**config.mk**
```make
export PLATFORM = sky130hd
export DESIGN_NAME = sqw_pattern_gen
export DESIGN_NICKNAME = d
export VERILOG_FILES = /design/src/rtl/sqw_pkg.sv /design/src/rtl/sqw_cfg_latch.sv /design/src/rtl/sqw_bit_lanes.sv /design/src/rtl/sqw_phase_acc.sv /design/src/rtl/sqw_pattern_gen.sv
export SDC_FILE = /design/constraint.sdc
export NUM_CORES = 1
export LEC_CHECK = 0
export ABC_AREA = 1
export BUFFER_PORTS_ARGS = -buffer_cell sky130_fd_sc_hd__buf_4
export CAP_MARGIN = 20
export CORE_MARGIN = 2
export CORE_UTILIZATION = 35
export CTS_CLUSTER_DIAMETER = 50
export CTS_CLUSTER_SIZE = 20
export DETAILED_ROUTE_END_ITERATION = 10
export HOLD_SLACK_MARGIN = 0.15
export PLACE_DENSITY = 0.47
export REMOVE_ABC_BUFFERS = 1
export SLEW_MARGIN = 30
export SYNTH_ARGS = -nofsm -noshare
export SYNTH_HDL_FRONTEND = slang
export SYNTH_SLANG_ARGS = --single-unit
export TNS_END_PERCENT = 100
```
**constraint.sdc**
```tcl
create_clock -name clk -period 37.5 [get_ports clk]
set_clock_uncertainty 0.15 [all_clocks]
set_input_delay 3.75 -clock clk [delete_from_list [all_inputs] [get_ports clk]]
set_output_delay 3.75 -clock clk [all_outputs]
set_load 0.01 [all_outputs]
```
**src/rtl/sqw_pkg.sv**
```systemverilog
// Shared constants and types for the square-wave pattern generator.
// Assumes the serializer accepts either a 10-bit or a 20-bit parallel word.
package sqw_pkg;
    localparam int WORD_NARROW = 10;
    localparam int WORD_WIDE   = 20;

    typedef enum logic {
        WIDTH_NARROW = 1'b0,
        WIDTH_WIDE   = 1'b1
    } width_mode_e;
endpackage

```
**src/rtl/sqw_cfg_latch.sv**
```systemverilog
// Configuration stage: clamps the requested half-period, derives the
// period, phase offset and validity, and latches them on a symbol strobe.
// Presents the configuration that governs the word built in this cycle.
// Assumes phase_sel_i < PHASES.
module sqw_cfg_latch #(
    parameter int MAX_HALF = 16,
    parameter int PHASES   = 4,
    parameter int HALF_W   = 5,
    parameter int PER_W    = 7,
    parameter int SEL_W    = 2
) (
    input  logic              clk,
    input  logic              rst_n,
    input  logic [HALF_W-1:0] half_i,
    input  logic [SEL_W-1:0]  sel_i,
    input  logic              stb_i,
    output logic [HALF_W-1:0] nxt_half,
    output logic [PER_W-1:0]  nxt_per,
    output logic [PER_W-1:0]  nxt_off,
    output logic              nxt_armed,
    output logic              restart,
    output logic [PER_W-1:0]  cur_per,
    output logic              cfg_err_o
);
    logic [HALF_W-1:0] clamped;
    logic [PER_W-1:0]  cand_per;
    logic [PER_W-1:0]  cand_step;
    logic [PER_W-1:0]  cand_off;
    logic              cand_ok;
    logic [HALF_W-1:0] act_half;
    logic [PER_W-1:0]  act_per;
    logic [PER_W-1:0]  act_off;
    logic              act_err;
    logic              armed;

    // Clamp the requested half-period into 1..MAX_HALF.
    always_comb begin
        if (half_i == '0)
            clamped = HALF_W'(1);
        else if (half_i > HALF_W'(MAX_HALF))
            clamped = HALF_W'(MAX_HALF);
        else
            clamped = half_i;
    end

    // Candidate period, validity and phase offset from the live inputs.
    always_comb begin
        cand_per  = PER_W'(clamped) << 1;
        cand_ok   = (cand_per % PER_W'(PHASES)) == '0;
        cand_step = cand_per / PER_W'(PHASES);
        cand_off  = cand_ok ? PER_W'(cand_step * PER_W'(sel_i)) : '0;
    end

    // Select the configuration for this word: new on strobe, else held.
    always_comb begin
        nxt_half  = stb_i ? clamped  : act_half;
        nxt_per   = stb_i ? cand_per : act_per;
        nxt_off   = stb_i ? cand_off : act_off;
        nxt_armed = armed | stb_i;
        restart   = stb_i && (!armed || (cand_per != act_per));
    end

    // Hold the active configuration between strobes.
    always_ff @(posedge clk) begin
        if (!rst_n) begin
            act_half <= HALF_W'(1);
            act_per  <= PER_W'(2);
            act_off  <= '0;
            act_err  <= 1'b0;
            armed    <= 1'b0;
        end else if (stb_i) begin
            act_half <= clamped;
            act_per  <= cand_per;
            act_off  <= cand_off;
            act_err  <= !cand_ok;
            armed    <= 1'b1;
        end
    end

    assign cur_per   = act_per;
    assign cfg_err_o = act_err;
endmodule

```
**src/rtl/sqw_bit_lanes.sv**
```systemverilog
// Bit-lane generator: starting from the word's first bit phase, walks a
// wrap-around position chain across all lanes and slices each position
// against the half-period. Also exposes the position just past the
// narrow and the wide word.
// Assumes base < per and off < per.
module sqw_bit_lanes #(
    parameter int HALF_W = 5,
    parameter int PER_W  = 7,
    parameter int LANES  = 20,
    parameter int TAP_N  = 10
) (
    input  logic [PER_W-1:0]  base,
    input  logic [PER_W-1:0]  off,
    input  logic [PER_W-1:0]  per,
    input  logic [HALF_W-1:0] half,
    output logic [LANES-1:0]  bits,
    output logic [PER_W-1:0]  tap_narrow,
    output logic [PER_W-1:0]  tap_wide
);
    logic [PER_W-1:0] start_sum;
    logic [PER_W-1:0] pos [0:LANES];

    // Fold base + offset back into one period for lane 0.
    always_comb begin
        start_sum = base + off;
        pos[0]    = (start_sum >= per) ? start_sum - per : start_sum;
    end

    for (genvar g = 0; g < LANES; g++) begin : g_lane
        // Next lane's position, wrapping at the period.
        assign pos[g+1] = ((pos[g] + PER_W'(1)) == per) ? '0 : pos[g] + PER_W'(1);
        // Low half of the period emits 0, high half emits 1.
        assign bits[g]  = pos[g] >= PER_W'(half);
    end

    assign tap_narrow = pos[TAP_N];
    assign tap_wide   = pos[LANES];
endmodule

```
**src/rtl/sqw_phase_acc.sv**
```systemverilog
// Running bit-phase counter: stores the carrier phase of the next word's
// first bit, excluding the selected phase offset.
// Assumes end_pos < per and off < per.
module sqw_phase_acc #(
    parameter int PER_W = 7
) (
    input  logic             clk,
    input  logic             rst_n,
    input  logic             advance,
    input  logic             restart,
    input  logic [PER_W-1:0] per,
    input  logic [PER_W-1:0] off,
    input  logic [PER_W-1:0] end_pos,
    output logic [PER_W-1:0] base,
    output logic [PER_W-1:0] phase_q
);
    logic [PER_W-1:0] phase_d;

    // Starting phase for this word; restarts at 0 on a new period.
    assign base = restart ? '0 : phase_q;

    // Remove the offset from the end position to get the carrier phase.
    always_comb begin
        if (end_pos >= off)
            phase_d = end_pos - off;
        else
            phase_d = end_pos + per - off;
    end

    // Advance the counter once per emitted word.
    always_ff @(posedge clk) begin
        if (!rst_n)
            phase_q <= '0;
        else if (advance)
            phase_q <= phase_d;
    end
endmodule

```
**src/rtl/sqw_pattern_gen.sv**
```systemverilog
// Top level: square-wave word generator for an encoder-bypassed serializer.
// Combines the configuration latch, the bit-lane chain and the phase
// counter, and registers the parallel word.
// Assumes the serializer sends bit 0 first.
module sqw_pattern_gen #(
    parameter  int MAX_HALF = 16,
    parameter  int PHASES   = 4,
    localparam int HALF_W   = $clog2(MAX_HALF + 1),
    localparam int PER_W    = $clog2(4 * MAX_HALF + 1),
    localparam int SEL_W    = (PHASES > 1) ? $clog2(PHASES) : 1,
    localparam int WORD_W   = sqw_pkg::WORD_WIDE
) (
    input  logic              clk,
    input  logic              rst_n,
    input  logic [HALF_W-1:0] half_period_i,
    input  logic              wide_mode_i,
    input  logic [SEL_W-1:0]  phase_sel_i,
    input  logic              sym_strobe_i,
    output logic [WORD_W-1:0] tx_word_o,
    output logic              cfg_err_o
);
    import sqw_pkg::*;

    logic [HALF_W-1:0] nxt_half;
    logic [PER_W-1:0]  nxt_per;
    logic [PER_W-1:0]  nxt_off;
    logic [PER_W-1:0]  cur_per;
    logic [PER_W-1:0]  base;
    logic [PER_W-1:0]  phase_q;
    logic [PER_W-1:0]  tap_narrow;
    logic [PER_W-1:0]  tap_wide;
    logic [PER_W-1:0]  end_pos;
    logic              nxt_armed;
    logic              restart;
    logic [WORD_W-1:0] lane_bits;
    logic [WORD_W-1:0] word_d;
    logic [WORD_W-1:0] tx_word_q;
    width_mode_e       mode;

    sqw_cfg_latch #(
        .MAX_HALF (MAX_HALF),
        .PHASES   (PHASES),
        .HALF_W   (HALF_W),
        .PER_W    (PER_W),
        .SEL_W    (SEL_W)
    ) i_cfg (
        .clk       (clk),
        .rst_n     (rst_n),
        .half_i    (half_period_i),
        .sel_i     (phase_sel_i),
        .stb_i     (sym_strobe_i),
        .nxt_half  (nxt_half),
        .nxt_per   (nxt_per),
        .nxt_off   (nxt_off),
        .nxt_armed (nxt_armed),
        .restart   (restart),
        .cur_per   (cur_per),
        .cfg_err_o (cfg_err_o)
    );

    sqw_bit_lanes #(
        .HALF_W (HALF_W),
        .PER_W  (PER_W),
        .LANES  (WORD_WIDE),
        .TAP_N  (WORD_NARROW)
    ) i_lanes (
        .base       (base),
        .off        (nxt_off),
        .per        (nxt_per),
        .half       (nxt_half),
        .bits       (lane_bits),
        .tap_narrow (tap_narrow),
        .tap_wide   (tap_wide)
    );

    sqw_phase_acc #(
        .PER_W (PER_W)
    ) i_acc (
        .clk     (clk),
        .rst_n   (rst_n),
        .advance (nxt_armed),
        .restart (restart),
        .per     (nxt_per),
        .off     (nxt_off),
        .end_pos (end_pos),
        .base    (base),
        .phase_q (phase_q)
    );

    // Decode the width mode pin.
    assign mode = wide_mode_i ? WIDTH_WIDE : WIDTH_NARROW;

    // Pick the end-of-word position and mask lanes for the active width.
    always_comb begin
        if (mode == WIDTH_WIDE) begin
            end_pos = tap_wide;
            word_d  = lane_bits;
        end else begin
            end_pos = tap_narrow;
            word_d  = {{(WORD_WIDE - WORD_NARROW){1'b0}}, lane_bits[WORD_NARROW-1:0]};
        end
    end

    // Register the parallel word; silent until the first strobe.
    always_ff @(posedge clk) begin
        if (!rst_n)
            tx_word_q <= '0;
        else if (nxt_armed)
            tx_word_q <= word_d;
        else
            tx_word_q <= '0;
    end

    assign tx_word_o = tx_word_q;
endmodule

```
==> results of run 1 <==
## metal layers
metal	track usage	vias up	part of all wire
met5	0	-	0
met4	0.06804	0	0.029
met3	0.01701	74	0.030
met2	0.3634	250	0.45
met1	0.3037	6482	0.49
li1	-	7567	-
## area by class of cell
cell class	count	area share
clock inverter	3	0.003087
tap	518	0.04208
timing repair buffer	115	0.05630
clock buffer	5	0.008124
multi-input combinational	1785	0.7149
inverter	451	0.1131
sequential	48	0.06239
## what timing repair did
action                                  CTS  global route
cloned                                    0             1
setup buffers                             0            56
resized for setup                         9            51
endpoints found under the setup margin    7             8
pin swaps                                 0            23
endpoints found under the hold margin     0             0
## cells in the final DEF (no fill, tap or decap), drive strengths merged, types with 5 or more instances in the layout
cell type | Yosys | layout
nand3b | 10 | 10
dfxtp | 48 | 48
buf | 31 | 115
o41ai | 6 | 6
xor2 | 25 | 25
fa | 10 | 10
nand4 | 43 | 43
clkinv | 21 | 23
o21ai | 62 | 62
nand2 | 743 | 743
o21bai | 12 | 12
ha | 150 | 150
nor2 | 218 | 219
a21oi | 72 | 72
inv | 429 | 428
a21boi | 14 | 14
nor3 | 15 | 15
a21o | 13 | 13
clkbuf | 14 | 5
nand3 | 366 | 366
## flip-flops by register name (all words and copies together), names as in the netlist
register         flops
i_cfg.act_half       5
i_cfg.act_off        7
i_cfg.cfg_err_o      1
i_cfg.armed          1
tx_word_o           20
i_acc.phase_q        7
i_cfg.cur_per        7
## critical path: cells and delay by family
family | cells | cell delay [ns]
AND/OR/NAND/NOR | 137 | 14.82
XOR/XNOR | 12 | 2.07
buffers and inverters | 37 | 2.94
adder cells (fa/ha/maj) | 24 | 7.76
AO/OA/AOI/OAI | 21 | 3.24
## metrics by stage
step	setup TNS [ns]	util	instances
3_3_place_gp	-5.931	0.3738	2860
2_1_floorplan	0	-	2283
3_5_place_dp	-8.368	0.3738	2860
4_1_cts	0	0.3794	2868
6_report	0	0.3967	2925
5_1_grt	-0.4867	0.3967	2925
## kinds of logic (layout without fill, tap and decap cells)
| family | after synthesis | in the layout | share of synthesized area |
|---|---|---|---|
| fa+ha+maj | 160 | 160 | 0.1501 |
| buf+inv | 496 | 574 | 0.1600 |
| flops | 48 | 48 | 0.06946 |
| simple gates | 1400 | 1401 | 0.5128 |
| xor+xnor | 29 | 29 | 0.01836 |
| compound gates | 195 | 195 | 0.08918 |
## final timing paths
check | from | end | slack [ns] | cells past startpoint
max | sym_strobe_i | i_acc.phase_q[6] | 2.97 | 231
min | i_cfg.act_half[0] | i_cfg.act_half[0] | 0.35 | 2
max reg2reg | i_cfg.cur_per[0] | i_acc.phase_q[6] | 6.25 | 236
min reg2reg | i_cfg.act_half[0] | i_cfg.act_half[0] | 0.35 | 2
==> results.py, run 1 <==
metrics = {
    "synth": {
        "synth_seq_cells": 48,
        "synth.top_cells.by_count": "nand2_1 (610), inv_1 (371), nand3_1 (303)",
        "yosysMostFrequentCell": "nand2_1",
        "synth_top_cells_by_area": "nand2_1 (17%), ha_1 (14%), nand3_1 (11%), inv_1 (10%), dfxtp_1 (6.9%)",
        "synthArstFlopShare": 0,
        "synth_edf_count": 0,
        "netlist_area_um2": 13830,
        "synth_cell_types": 56,
        "syn_inst": 2328,
        "ys_seq_area_frac": 0.06946,
        "ys_warn_count": 0,
        "synth_top_cell_area_share": 0.1655,
        "syn_area_per_cell_um2": 5.942,
        "yosys.area.top_type": "nand2_1",
        "ys.flop_type": "dfxtp_1",
    },
    "placed_design": {
        "dp_hpwl_mm": 32.77,
        "post-place-ws_ns": -1.309,
        "place_area_um2": 14520,
        "gp_congestion": 0.8681,
        "io_buffers": 31,
    },
    "flow_run": {
        "drv_cap": 0,
    },
    "clock_network": {
        "cts_root_buf": "clkbuf_16",
        "cts_max_path_buffers": 2,
        "clkTransAtPathRegs_ns": 0.11,
        "cts_hold_buffers": 0,
        "insertion_delay_ns": 0.35,
        "cts.sinks": 48,
        "cts_tree": "built",
        "cts.htree.levels": 2,
        "cts_made_buffers": 5,
    },
    "drt": {
        "drt_iter0_drc": 867,
        "ant_nets": 0,
        "first_pass_iters": 5,
        "avgRoutedWirePerCell_um": 15.53,
        "via_per_inst": 4.914,
        "totalWireLength_mm": 45.42,
        "drc": 0,
        "vias": 14370,
    },
    "grt": {
        "grt_max_degree": 30,
        "grt_pass1_wl_mm": 71.24,
        "gr-total-overflow": 0,
        "grt_antenna_before_repair": 0,
        "track_usage": 0.2199,
        "grt_pass1_vias": 13190,
    },
    "timing": {
        "setup_ws_ns": 2.973,
        "setup_viol": 0,
        "hold_slack_ns": 0.3522,
        "fin_crit_sh": 0.9207,
        "max_freq_ghz": 0.02896,
        "worstMarginPinSlew_ns": 0.7497,
        "hold_violations": 0,
        "max_slew_margin": 0.4936,
        "maxSlewViolCount": 0,
        "min_period_ns": 34.53,
    },
    "finish": {
        "drive_gt1_frac": 0.2219,
        "syn_to_final_growth_pct": 11.33,
        "nNetsFinal": 2577,
        "seq_area_um2": 960.9,
        "finalInstanceArea_um2": 15400,
        "multi_input_area_um2": 11010,
        "antenna_cells": 0,
        "num-fill-cells": 4254,
    },
    "min_path": {
        "worstHoldPathType": "flop to flop",
    },
    "critical_path": {
        "cp-end-kind": "flop",
        "critPathMaxFanout": 21,
        "start_kind": "primary input",
        "critical_path_class": "primary input to flop",
        "crit_top_cell": "nand2_1",
        "critPathMaxStageDelay_ns": 0.53,
        "required_ns": 37.61,
        "cp_slowest_cell": "fa_1",
        "cp_data_arrival_time_ns": 34.64,
    },
    "floorplan": {
        "die_area_um2": 41130,
        "boundaryPins": 32,
        "num_rows": 72,
        "start_util": 0.3563,
        "die_w_um": 202.8,
        "core-area_um2": 38830,
        "die_h_um": 202.8,
    },
    "status": {
        "outcome": "complete, no violations",
    },
}
Power of run 1 is left out: the tool's default activity adds up to more than one toggle a clock period on the data nets, which glitch-free logic cannot reach.
==> run 2, diff against run 1 <==
--- a/config.mk
+++ b/config.mk
@@ -14,7 +14,6 @@
 export CTS_CLUSTER_SIZE = 20
 export DETAILED_ROUTE_END_ITERATION = 10
 export HOLD_SLACK_MARGIN = 0.15
-export PLACE_DENSITY = 0.47
 export REMOVE_ABC_BUFFERS = 1
 export SLEW_MARGIN = 30
 export SYNTH_ARGS = -nofsm -noshare
==> run 2 against run 1 <==
Net effect:
- first-iteration DRC count is 14% higher
- highest routed layer unchanged
- critical path type unchanged
- sequential cell count stayed put
- final area is 0.77% lower
- utilization is 0.31 points lower
- maximum frequency is 0.67% higher
- sequential share of layout area hardly changed
- count of clock-buffer cells in the layout stayed put
- global-route usage is 1.3 points lower
==> results.py, run 2 (same netlist as run 1, synthesis figures left out) <==
metrics = {
    "placed_design": {
        "gp_congestion": 0.9047,
        "place_area_um2": 14500,
        "io_buffers": 31,
        "dp_hpwl_mm": 30.63,
        "post-place-ws_ns": -0.9351,
    },
    "clock_network": {
        "cts_made_buffers": 5,
        "insertion_delay_ns": 0.34,
        "cts.htree.levels": 2,
        "cts_max_path_buffers": 2,
        "clkTransAtPathRegs_ns": 0.10,
        "cts_tree": "built",
        "cts.sinks": 48,
        "cts_root_buf": "clkbuf_16",
    },
    "floorplan": {
        "die_area_um2": 41130,
        "die_w_um": 202.8,
        "start_util": 0.3563,
        "die_h_um": 202.8,
        "boundaryPins": 32,
        "num_rows": 72,
        "core-area_um2": 38830,
    },
    "critical_path": {
        "start_kind": "primary input",
        "critPathMaxFanout": 15,
        "startpoint": "half_period_i[1]",
        "required_ns": 37.60,
        "cp_data_arrival_time_ns": 34.40,
        "critical_path_class": "primary input to flop",
        "cp_slowest_cell": "fa_1",
        "cp-end-kind": "flop",
        "crit_top_cell": "nand2_1",
        "rr_startpoint": "i_cfg.cur_per[0]",
        "critPathMaxStageDelay_ns": 0.53,
    },
    "drt": {
        "drc": 0,
        "first_pass_iters": 5,
        "via_per_inst": 4.966,
        "drt_iter0_drc": 985,
        "ant_nets": 0,
        "vias": 14480,
        "totalWireLength_mm": 42.32,
        "avgRoutedWirePerCell_um": 14.51,
    },
    "timing": {
        "max_freq_ghz": 0.02916,
        "setup_ws_ns": 3.203,
        "worstMarginPinSlew_ns": 0.8702,
        "setup_viol": 0,
        "max_slew_margin": 0.4192,
        "hold_violations": 0,
        "maxSlewViolCount": 0,
        "fin_crit_sh": 0.9146,
        "min_period_ns": 34.30,
    },
    "grt": {
        "gr-max-usage-layer": "met2",
        "grtUsageMet2": 0.3534,
        "gr-total-overflow": 0,
        "grt_max_degree": 30,
        "met1_usage": 0.2739,
        "grt_antenna_before_repair": 0,
        "grt_pass1_wl_mm": 68.93,
        "track_usage": 0.2074,
        "grt_use_met3": 0.02376,
        "grt_pass1_vias": 13580,
    },
    "finish": {
        "largest_reg_flops": 20,
        "final_common_cell": "nand2_1",
        "final_cell_mix": "nand2_1 (605), inv_1 (368), nand3_1 (298), ha_1 (143), nor2_1 (130)",
        "finalInstanceArea_um2": 15280,
        "num-fill-cells": 4146,
        "nNetsFinal": 2568,
        "syn_to_final_growth_pct": 10.47,
        "drive_gt1_frac": 0.2185,
        "antenna_cells": 0,
        "final_util": 0.3936,
    },
    "min_path": {
        "hold_start": "i_acc.phase_q[0]",
        "worstHoldPathType": "flop to flop",
    },
    "status": {
        "outcome": "complete, no violations",
    },
    "flow_run": {
        "drv_cap": 0,
    },
}
## run 2: per-layer routing
layer / wire, um / vias to the layer above
met5: 0 / -
met4: 1095 / 0
met2: 19760 / 320
met1: 19390 / 6554
met3: 2077 / 60
li1: - / 7547
## run 2: worst paths after layout
| check | to | slack, ns | cells after the start |
|---|---|---|---|
| worst min-delay path | i_acc.phase_q[0] | 0.34 | 2 |
| worst max register to register | i_acc.phase_q[6] | 6.57 | 239 |
| worst min register to register | i_acc.phase_q[0] | 0.34 | 2 |
| worst max-delay path | i_acc.phase_q[6] | 3.20 | 238 |
## run 2: final cells by class
class	count	area, um2	area share
Clock inverter	3	47.55	0.003111
Sequential cell	48	960.9	0.06288
Tap cell	518	648.1	0.04241
Multi-Input combinational cell	1784	10950	0.7165
Clock buffer	5	125.1	0.008187
Timing Repair Buffer	107	807.0	0.05281
Inverter	451	1744	0.1141
## run 2: what timing repair did
| action | 4_1_cts | 5_1_grt |
|---|---|---|
| buffers inserted | 0 | 49 |
| endpoints found under the setup margin | 7 | 8 |
| pin swaps | 0 | 18 |
| endpoints found under the hold margin | 0 | 0 |
| gates resized for setup | 8 | 47 |
| hold buffers | 0 | 0 |
## run 2: through the flow
| stage | cells | setup TNS, ns | hold WS, ns |
|---|---|---|---|
| floorplan | 2283 | 0 | 0.2930 |
| global placement | 2859 | -1.525 | 0.3159 |
| detailed placement | 2859 | -5.373 | 0.3277 |
| CTS | 2867 | 0 | 0.3464 |
| global route | 2916 | -0.2982 | 0.3782 |
| finish | 2916 | 0 | 0.3448 |
## run 2: critical path: cells and delay by family
family                     cells  cell delay [ns]
AOI/OAI and AO/OA             19             2.94
and+or+nand+nor              144            14.80
adders and majority gates     26             8.27
buffers and inverters         38             2.69
xor gates and xnor gates      11             1.87
Power of run 2 is left out for the same reason.
